**src/rtl/pavg_pkg.sv**
```systemverilog
// Shared types and helpers for the on-time current averaging sampler.
// Assumes: arguments to floor_log2 fit in 32 bits.
package pavg_pkg;

    // Divider sequencing states.
    typedef enum logic [1:0] {
        DIV_IDLE = 2'd0,
        DIV_RUN  = 2'd1,
        DIV_DONE = 2'd2
    } div_state_e;

    // Position of the highest set bit (0 for an argument of 0).
    function automatic int unsigned floor_log2(input logic [31:0] v);
        int unsigned r;
        r = 0;
        for (int i = 0; i < 32; i++) begin
            if (v[i]) r = i;
        end
        return r;
    endfunction

endpackage

```
**src/rtl/pavg_blank.sv**
```systemverilog
// Pulse edge detection and leading-edge blanking window.
// open_o is high in every pulse cycle whose index (0 = first high cycle)
// is at least the blank_len value sampled in the first cycle.
// Assumes: pulse_on is synchronous to clk.
module pavg_blank #(
    parameter int BW = 4
) (
    input  logic          clk,
    input  logic          rst_n,
    input  logic          pulse_on,
    input  logic [BW-1:0] blank_len,
    output logic          rise_o,
    output logic          fall_o,
    output logic          open_o
);
    logic          pulse_q;
    logic [BW-1:0] rem_q;
    logic [BW-1:0] rem_now;

    assign rise_o  = pulse_on & ~pulse_q;
    assign fall_o  = ~pulse_on & pulse_q;
    assign rem_now = rise_o ? blank_len : rem_q;
    assign open_o  = pulse_on & (rem_now == '0);

    // Registers the pulse level for edge detection.
    always_ff @(posedge clk) begin
        if (!rst_n) pulse_q <= 1'b0;
        else        pulse_q <= pulse_on;
    end

    // Counts down the remaining blanked cycles of the current pulse.
    always_ff @(posedge clk) begin
        if (!rst_n)                          rem_q <= '0;
        else if (!pulse_on)                  rem_q <= '0;
        else if (rem_now != '0)              rem_q <= rem_now - 1'b1;
    end

    // once opened, the window stays open until the pulse ends
    window_stays_open_chk: assert property (@(posedge clk) disable iff (!rst_n)
        open_o |=> (open_o || !pulse_on));

endmodule

```
**src/rtl/pavg_acc.sv**
```systemverilog
// Per-pulse sum and count of accepted sense samples.
// The sum and count restart at each pulse start and stop growing once
// the count reaches its maximum value.
// Assumes: open_i is low outside pulses.
module pavg_acc #(
    parameter int DW = 10,
    parameter int CW = 6
) (
    input  logic             clk,
    input  logic             rst_n,
    input  logic             rise_i,
    input  logic             open_i,
    input  logic             sense_vld,
    input  logic [DW-1:0]    sense_data,
    output logic [DW+CW-1:0] sum_o,
    output logic [CW-1:0]    cnt_o
);
    localparam int SW = DW + CW;
    localparam logic [CW-1:0] CMAX = '1;

    logic [SW-1:0] sum_q;
    logic [CW-1:0] cnt_q;
    logic [SW-1:0] base_sum;
    logic [CW-1:0] base_cnt;
    logic          take;

    assign base_sum = rise_i ? '0 : sum_q;
    assign base_cnt = rise_i ? '0 : cnt_q;
    assign take     = open_i & sense_vld & (base_cnt != CMAX);
    assign sum_o    = sum_q;
    assign cnt_o    = cnt_q;

    // Adds an accepted sample to the running sum and count.
    always_ff @(posedge clk) begin
        if (!rst_n) begin
            sum_q <= '0;
            cnt_q <= '0;
        end else begin
            sum_q <= base_sum + (take ? {{CW{1'b0}}, sense_data} : '0);
            cnt_q <= base_cnt + {{(CW-1){1'b0}}, take};
        end
    end

    // a full count never wraps; it only holds or restarts
    cnt_cap_chk: assert property (@(posedge clk) disable iff (!rst_n)
        (cnt_q == CMAX) |=> ((cnt_q == CMAX) || (cnt_q <= CW'(1))));

endmodule

```
**src/rtl/pavg_div.sv**
```systemverilog
// Unsigned divider for the pulse average. A start loads the operands.
// When FAST is set and the divisor is a power of two, the quotient is
// ready after one edge. Otherwise a restoring divider retires one quotient
// bit per cycle over NW cycles. done_o is high for one cycle.
// Assumes: den is nonzero at start; a new start aborts any run in progress.
module pavg_div
    import pavg_pkg::*;
#(
    parameter int NW   = 16,
    parameter int CW   = 6,
    parameter int QW   = 10,
    parameter bit FAST = 1'b1
) (
    input  logic          clk,
    input  logic          rst_n,
    input  logic          start,
    input  logic [NW-1:0] num,
    input  logic [CW-1:0] den,
    output logic          done_o,
    output logic [QW-1:0] quo_o
);
    localparam int NCW = $clog2(NW + 1);

    div_state_e     st;
    logic [NW-1:0]  q_q;
    logic [CW:0]    r_q;
    logic [CW-1:0]  d_q;
    logic [NCW-1:0] n_q;
    logic [CW:0]    r_sh;
    logic           ge;
    logic [CW:0]    r_nx;
    logic [NW-1:0]  q_nx;
    logic           fast_hit;
    logic [NW-1:0]  fast_q;

    // One restoring step: shift in the next dividend bit, subtract if it fits.
    always_comb begin
        r_sh = {r_q[CW-1:0], q_q[NW-1]};
        ge   = (r_sh >= {1'b0, d_q});
        r_nx = ge ? (r_sh - {1'b0, d_q}) : r_sh;
        q_nx = {q_q[NW-2:0], ge};
    end

    assign fast_q = num >> floor_log2({{(32-CW){1'b0}}, den});

    generate
        if (FAST) begin : g_shift_path
            assign fast_hit = (den != '0) && ((den & (den - 1'b1)) == '0);
        end else begin : g_serial_only
            assign fast_hit = 1'b0;
        end
    endgenerate

    // Sequences load, iteration and completion.
    always_ff @(posedge clk) begin
        if (!rst_n) begin
            st  <= DIV_IDLE;
            q_q <= '0;
            r_q <= '0;
            d_q <= '0;
            n_q <= '0;
        end else if (start) begin
            d_q <= den;
            r_q <= '0;
            if (fast_hit) begin
                q_q <= fast_q;
                st  <= DIV_DONE;
            end else begin
                q_q <= num;
                n_q <= NCW'(NW);
                st  <= DIV_RUN;
            end
        end else begin
            case (st)
                DIV_RUN: begin
                    q_q <= q_nx;
                    r_q <= r_nx;
                    n_q <= n_q - 1'b1;
                    if (n_q == NCW'(1)) st <= DIV_DONE;
                end
                DIV_DONE: st <= DIV_IDLE;
                default:  st <= DIV_IDLE;
            endcase
        end
    end

    assign done_o = (st == DIV_DONE);
    assign quo_o  = q_q[QW-1:0];

    // an average never exceeds the sample range
    quo_range_chk: assert property (@(posedge clk) disable iff (!rst_n)
        done_o |-> (q_q[NW-1:QW] == '0));

    // a start always leads into work or a result on the next cycle
    start_taken_chk: assert property (@(posedge clk) disable iff (!rst_n)
        start |=> (st != DIV_IDLE));

    // the serial path never runs with a zero divisor
    div_nonzero_chk: assert property (@(posedge clk) disable iff (!rst_n)
        (st == DIV_RUN) |-> (d_q != '0));

endmodule

```
**src/rtl/pulse_avg_sense.sv**
```systemverilog
// On-time current averaging sampler, top level.
// Blanks the start of each pulse, accumulates valid samples until the pulse
// ends, divides by the count, scales by four with saturation and holds the
// result with a one-cycle update strobe.
// Assumes: pulses are spaced at least DW+CW+3 cycles apart, falling edge to
// falling edge, so that each result is delivered before the next divide starts.
module pulse_avg_sense #(
    parameter int DW   = 10,
    parameter int CW   = 6,
    parameter int BW   = 4,
    parameter bit FAST = 1'b1
) (
    input  logic          clk,
    input  logic          rst_n,
    input  logic [DW-1:0] sense_data,
    input  logic          sense_vld,
    input  logic          pulse_on,
    input  logic [BW-1:0] blank_len,
    output logic [DW-1:0] avg_out,
    output logic          avg_upd
);
    localparam int SW = DW + CW;
    localparam logic [DW-1:0] FULL    = '1;
    localparam logic [DW-1:0] SAT_LIM = FULL >> 2;

    logic          blk_rise;
    logic          blk_fall;
    logic          blk_open;
    logic [SW-1:0] acc_sum;
    logic [CW-1:0] acc_cnt;
    logic          div_start;
    logic          div_done;
    logic [DW-1:0] div_quo;
    logic [DW-1:0] scaled;
    logic [DW-1:0] avg_q;
    logic          upd_q;

    pavg_blank #(.BW(BW)) u_blank (
        .clk       (clk),
        .rst_n     (rst_n),
        .pulse_on  (pulse_on),
        .blank_len (blank_len),
        .rise_o    (blk_rise),
        .fall_o    (blk_fall),
        .open_o    (blk_open)
    );

    pavg_acc #(.DW(DW), .CW(CW)) u_acc (
        .clk        (clk),
        .rst_n      (rst_n),
        .rise_i     (blk_rise),
        .open_i     (blk_open),
        .sense_vld  (sense_vld),
        .sense_data (sense_data),
        .sum_o      (acc_sum),
        .cnt_o      (acc_cnt)
    );

    assign div_start = blk_fall & (acc_cnt != '0);

    pavg_div #(.NW(SW), .CW(CW), .QW(DW), .FAST(FAST)) u_div (
        .clk    (clk),
        .rst_n  (rst_n),
        .start  (div_start),
        .num    (acc_sum),
        .den    (acc_cnt),
        .done_o (div_done),
        .quo_o  (div_quo)
    );

    // Multiplies the average by four, clipping at full scale.
    always_comb begin
        if (div_quo > SAT_LIM) scaled = FULL;
        else                   scaled = {div_quo[DW-3:0], 2'b00};
    end

    // Holds the scaled result and raises the update strobe.
    always_ff @(posedge clk) begin
        if (!rst_n) begin
            avg_q <= '0;
            upd_q <= 1'b0;
        end else begin
            upd_q <= div_done;
            if (div_done) avg_q <= scaled;
        end
    end

    assign avg_out = avg_q;
    assign avg_upd = upd_q;


    hold_between_chk: assert property (@(posedge clk) disable iff (!rst_n)
        !avg_upd |-> $stable(avg_out));


    offtime_ignored_chk: assert property (@(posedge clk) disable iff (!rst_n)
        !pulse_on |=> $stable(acc_cnt));


    blank_first_chk: assert property (@(posedge clk) disable iff (!rst_n)
        (blk_rise && (blank_len != '0)) |=> (acc_cnt == '0));


    empty_no_result_chk: assert property (@(posedge clk) disable iff (!rst_n)
        (blk_fall && (acc_cnt == '0)) |=> !div_done);

endmodule

```
**config.mk**
```make
export PLATFORM = sky130hd
export DESIGN_NAME = pulse_avg_sense
export DESIGN_NICKNAME = d
export VERILOG_FILES = /design/src/rtl/pavg_pkg.sv /design/src/rtl/pavg_blank.sv /design/src/rtl/pavg_acc.sv /design/src/rtl/pavg_div.sv /design/src/rtl/pulse_avg_sense.sv
export SDC_FILE = /design/constraint.sdc
export NUM_CORES = 1
export LEC_CHECK = 0
export BUFFER_PORTS_ARGS = -buffer_cell sky130_fd_sc_hd__buf_2
export CAP_MARGIN = 20
export CORE_MARGIN = 5
export CORE_UTILIZATION = 61
export CTS_CLUSTER_SIZE = 30
export DETAILED_ROUTE_END_ITERATION = 10
export PLACE_DENSITY = 0.8
export SYNTH_ARGS = -nofsm -noshare
export SYNTH_HDL_FRONTEND = slang
export SYNTH_SLANG_ARGS = --single-unit
```
**constraint.sdc**
```tcl
create_clock -name clk -period 5.2 [get_ports clk]
set_input_delay 0.26 -clock clk [delete_from_list [all_inputs] [get_ports clk]]
set_output_delay 0.26 -clock clk [all_outputs]
set_load 0.005 [all_outputs]
```
==> impl_metrics.env <==
export IMPL_fin_cells=698
export IMPL_drt_first_iter_violations=366
export IMPL_drt_vias_per_instance=6.05
export IMPL_port_buffers=28
export IMPL_p_leak_nw=1.94
export IMPL_synth_xor_area_share=0.0340
export IMPL_power_density_nw_per_um2=213
export IMPL_yosys_top_cells_area="dfxtp_1, ha_1, a21oi_1"
export IMPL_rsz0062_at_grt="false"
export IMPL_min_to="u_blank.rem_q[3]"
export IMPL_grt_pass1_vias=3935
export IMPL_dp_cells=682
export IMPL_place_congestion=0.910
export IMPL_die_area_um2=9440
export IMPL_grt_busiest_layer="met2"
export IMPL_synthArstFlopShare=0
export IMPL_die_width_um=97.1
export IMPL_area_growth_pct=5.97
export IMPL_peakVddDrop_mv=0.205
export IMPL_synth_seq_area_share=0.311
export IMPL_status="finished clean"
export IMPL_overflow=0
export IMPL_regToRegSetupSlack_ns=0.62
export IMPL_max_stage_delay_ns=0.60
export IMPL_maxCapViolations=0
export IMPL_via_count=4224
export IMPL_diodes=0
export IMPL_synth_top_family_by_area="simple AND/OR/NAND/NOR gates"
export IMPL_drt_pass1_iter_count=5
export IMPL_tns_ns=0
export IMPL_hold_start="blank_len[3]"
export IMPL_ioPinCount=29
export IMPL_postCtsSetupRepairBufs=0
export IMPL_post_dp_cell_area_um2=4740
export IMPL_fin_crit_sh=0.881
export IMPL_die_h_um=97.1
export IMPL_layout_drive_gt1_share=0.114
export IMPL_fin_area_um2=4910
export IMPL_clockBufferDepth=2
export IMPL_synth_seq_cells=72
export IMPL_syn_area_per_cell_um2=7.84
export IMPL_finalHoldViolCount=0
export IMPL_antenna_found_initial=0
export IMPL_critPathKind="flip-flop to flip-flop"
export IMPL_maxSlewViolCount=0
export IMPL_drc=0
export IMPL_holdWs_ns=0.253
export IMPL_syn_nets=633
export IMPL_ys_flop_type="dfxtp_1"
export IMPL_grt_pass1_wl_mm=18.7
export IMPL_ant_nets=0
export IMPL_cts_buffers=9
export IMPL_synth_fa_ha_area_frac=0.0681
export IMPL_crit_family="compound AO/OA/AOI/OAI gates"
export IMPL_path_buf_inv=1
export IMPL_met1_usage=0.327
export IMPL_ys_warn_count=0
export IMPL_fmax_mhz=218
export IMPL_tightest_slew_ns=1.06
export IMPL_num_rows=31
export IMPL_wl_per_cell_um=15.7
export IMPL_synth_compound_area_frac=0.223
export IMPL_p_total_mw=1.04
export IMPL_clk_pin_slew_ns=0.07
export IMPL_yosys_area_share_simple=0.223
export IMPL_dp_hpwl_mm=7.78
export IMPL_slew_headroom=0.294
export IMPL_worst_path_max_delay_cell="a31oi_1"
export IMPL_muxShareOfSynthArea=0.0808
export IMPL_cts_resized=0
export IMPL_min_path_type="input pin to flip-flop"
export IMPL_grt_use_met3=0.0416
export IMPL_yosysUniqueCellTypes=55
export IMPL_initial_core_util=0.632
export IMPL_arrival_ns=4.85
export IMPL_htreeDepth=3
export IMPL_clock_root_buffer="clkbuf_8"
export IMPL_routed_wl_mm=10.9
export IMPL_crit_fanout=11
export IMPL_holdPathStages=3
export IMPL_reg2reg_depth=15
export IMPL_path_cells="nor2b_1 > mux2i_1 > ha_1 > inv_1 > a21oi_2 > nand3_1 > a31oi_1 > and2_1 > ha_1 > a21oi_1 > o21ai_0 > or4_1 > a41oi_1 > o21ai_0 > a21oi_1"
export IMPL_worstSetupEndpointType="flip-flop"
export IMPL_insertion_delay_ns=0.34
export IMPL_synth_most_common_cell="dfxtp_1"
export IMPL_setup_violations=0
export IMPL_crit_path_start_kind="flip-flop"
export IMPL_core_um2=7330
export IMPL_finClkSkew_ns=0.00597
export IMPL_rr_startpoint="u_blank.pulse_q"
export IMPL_r2r_end="u_acc.sum_o[12]"
export IMPL_met2_usage=0.366
export IMPL_critPathRequiredTime_ns=5.47
export IMPL_syn_area_um2=4630
export IMPL_synth_edf_count=0
export IMPL_cts_sinks=72
export IMPL_hold_buffers=0
export IMPL_fin_crit_ns=4.58
export IMPL_cts_tree="built"
export IMPL_post_synth_top_area_cell="dfxtp_1"
export IMPL_groute_usage_overall=0.232
export IMPL_synthTopCellsByCount="dfxtp_1, nand2_1, a21oi_1"
export IMPL_grt_max_degree=36
export IMPL_synthCells=591
export IMPL_fin_nets=636
export IMPL_yosysTopAreaCellShare=0.311
registers in the layout (all words and copies together) (netlist names):
| name | cells |
|---|---|
| u_div.r_q | 6 |
| avg_upd | 1 |
| u_blank.rem_q | 4 |
| u_div.q_q | 16 |
| u_div.st | 2 |
| u_acc.sum_o | 16 |
| u_div.n_q | 5 |
| avg_out | 9 |
| u_acc.cnt_o | 6 |
| u_div.d_q | 6 |
| u_blank.pulse_q | 1 |
how the worst max path moves through the flow:
stage,start,endpoint,slack (ns),depth (start not counted)
after global routing,u_blank.pulse_q,u_acc.sum_o[12],0.23,15
after CTS,u_blank.pulse_q,u_acc.sum_o[12],0.65,15
final,u_blank.pulse_q,u_acc.sum_o[12],0.62,15
after floorplan,u_blank.pulse_q,u_acc.sum_o[10],1.34,17
after global placement,pulse_on,u_acc.sum_o[10],0.80,16
after detailed placement,pulse_on,u_acc.sum_o[12],0.54,16
power breakdown:
| part | switching [mW] | total, mW | internal (mW) |
|---|---|---|---|
| sequential | 0.00919 | 0.569 | 0.560 |
| clock | 0.201 | 0.386 | 0.185 |
| combinational | 0.0536 | 0.0895 | 0.0358 |
| total | 0.264 | 1.04 | 0.781 |
area by class of cell:
type / count / area [um2]
Sequential cell: 72 / 1440
Tap cell: 99 / 124
Inverter: 24 / 90.1
Clock buffer: 13 / 149
Timing Repair Buffer: 33 / 178
Fill cell: 607 / 2420
Clock inverter: 3 / 17.5
Multi-Input combinational cell: 454 / 2910
layer usage:
metal  share of wire  wire length (um)  vias up
li1                -                 -     2095
met5               0                 0        -
met1            0.47              5130     1970
met3           0.063               691       16
met2            0.46              5010      143
met4           0.011               119        0
layout by cell type, fill, tap and decap left out, types with 7 or more instances in the layout:
cell | netlist | routed
inv_1 | 24 | 24
dfxtp_1 | 72 | 72
mux2i_1 | 25 | 25
o21a_1 | 7 | 7
o21ai_0 | 42 | 42
a21oi_1 | 50 | 50
buf_2 | 9 | 28
clkbuf_8 | 0 | 10
a21o_1 | 12 | 12
a31oi_1 | 19 | 19
xor2_1 | 12 | 12
ha_1 | 22 | 22
and2_1 | 22 | 22
nor3_1 | 27 | 27
nand2_1 | 58 | 58
nand2b_1 | 8 | 8
nand3_1 | 16 | 16
nor2_1 | 45 | 45
mux2_2 | 11 | 11
tightest hold or removal path, delay by kind of cell:
family / cells / cell delay, ns
and+or+nand+nor: 1 / 0.11
AOI/OAI and AO/OA: 1 / 0.07
buffers and inverters: 1 / 0.10
per-stage QoR:
stage,worst slack [ns],util
4_1_cts,0.645,0.670
2_1_floorplan,1.34,-
3_5_place_dp,0.542,0.647
3_3_place_gp,0.804,0.647
5_1_grt,0.229,0.670
6_report,0.619,0.670
cells by family (layout without fill, tap and decap cells):
kind of cell | after synthesis | count (layout)
AO/OA/AOI/OAI | 167 | 167
flip-flops | 72 | 72
AND/OR/NAND/NOR | 209 | 209
XOR/XNOR | 18 | 18
buffers and inverters | 65 | 73
adder cells (fa/ha/maj) | 24 | 24
multiplexers | 36 | 36
No activity file was read; power rests on OpenSTA's default activity.
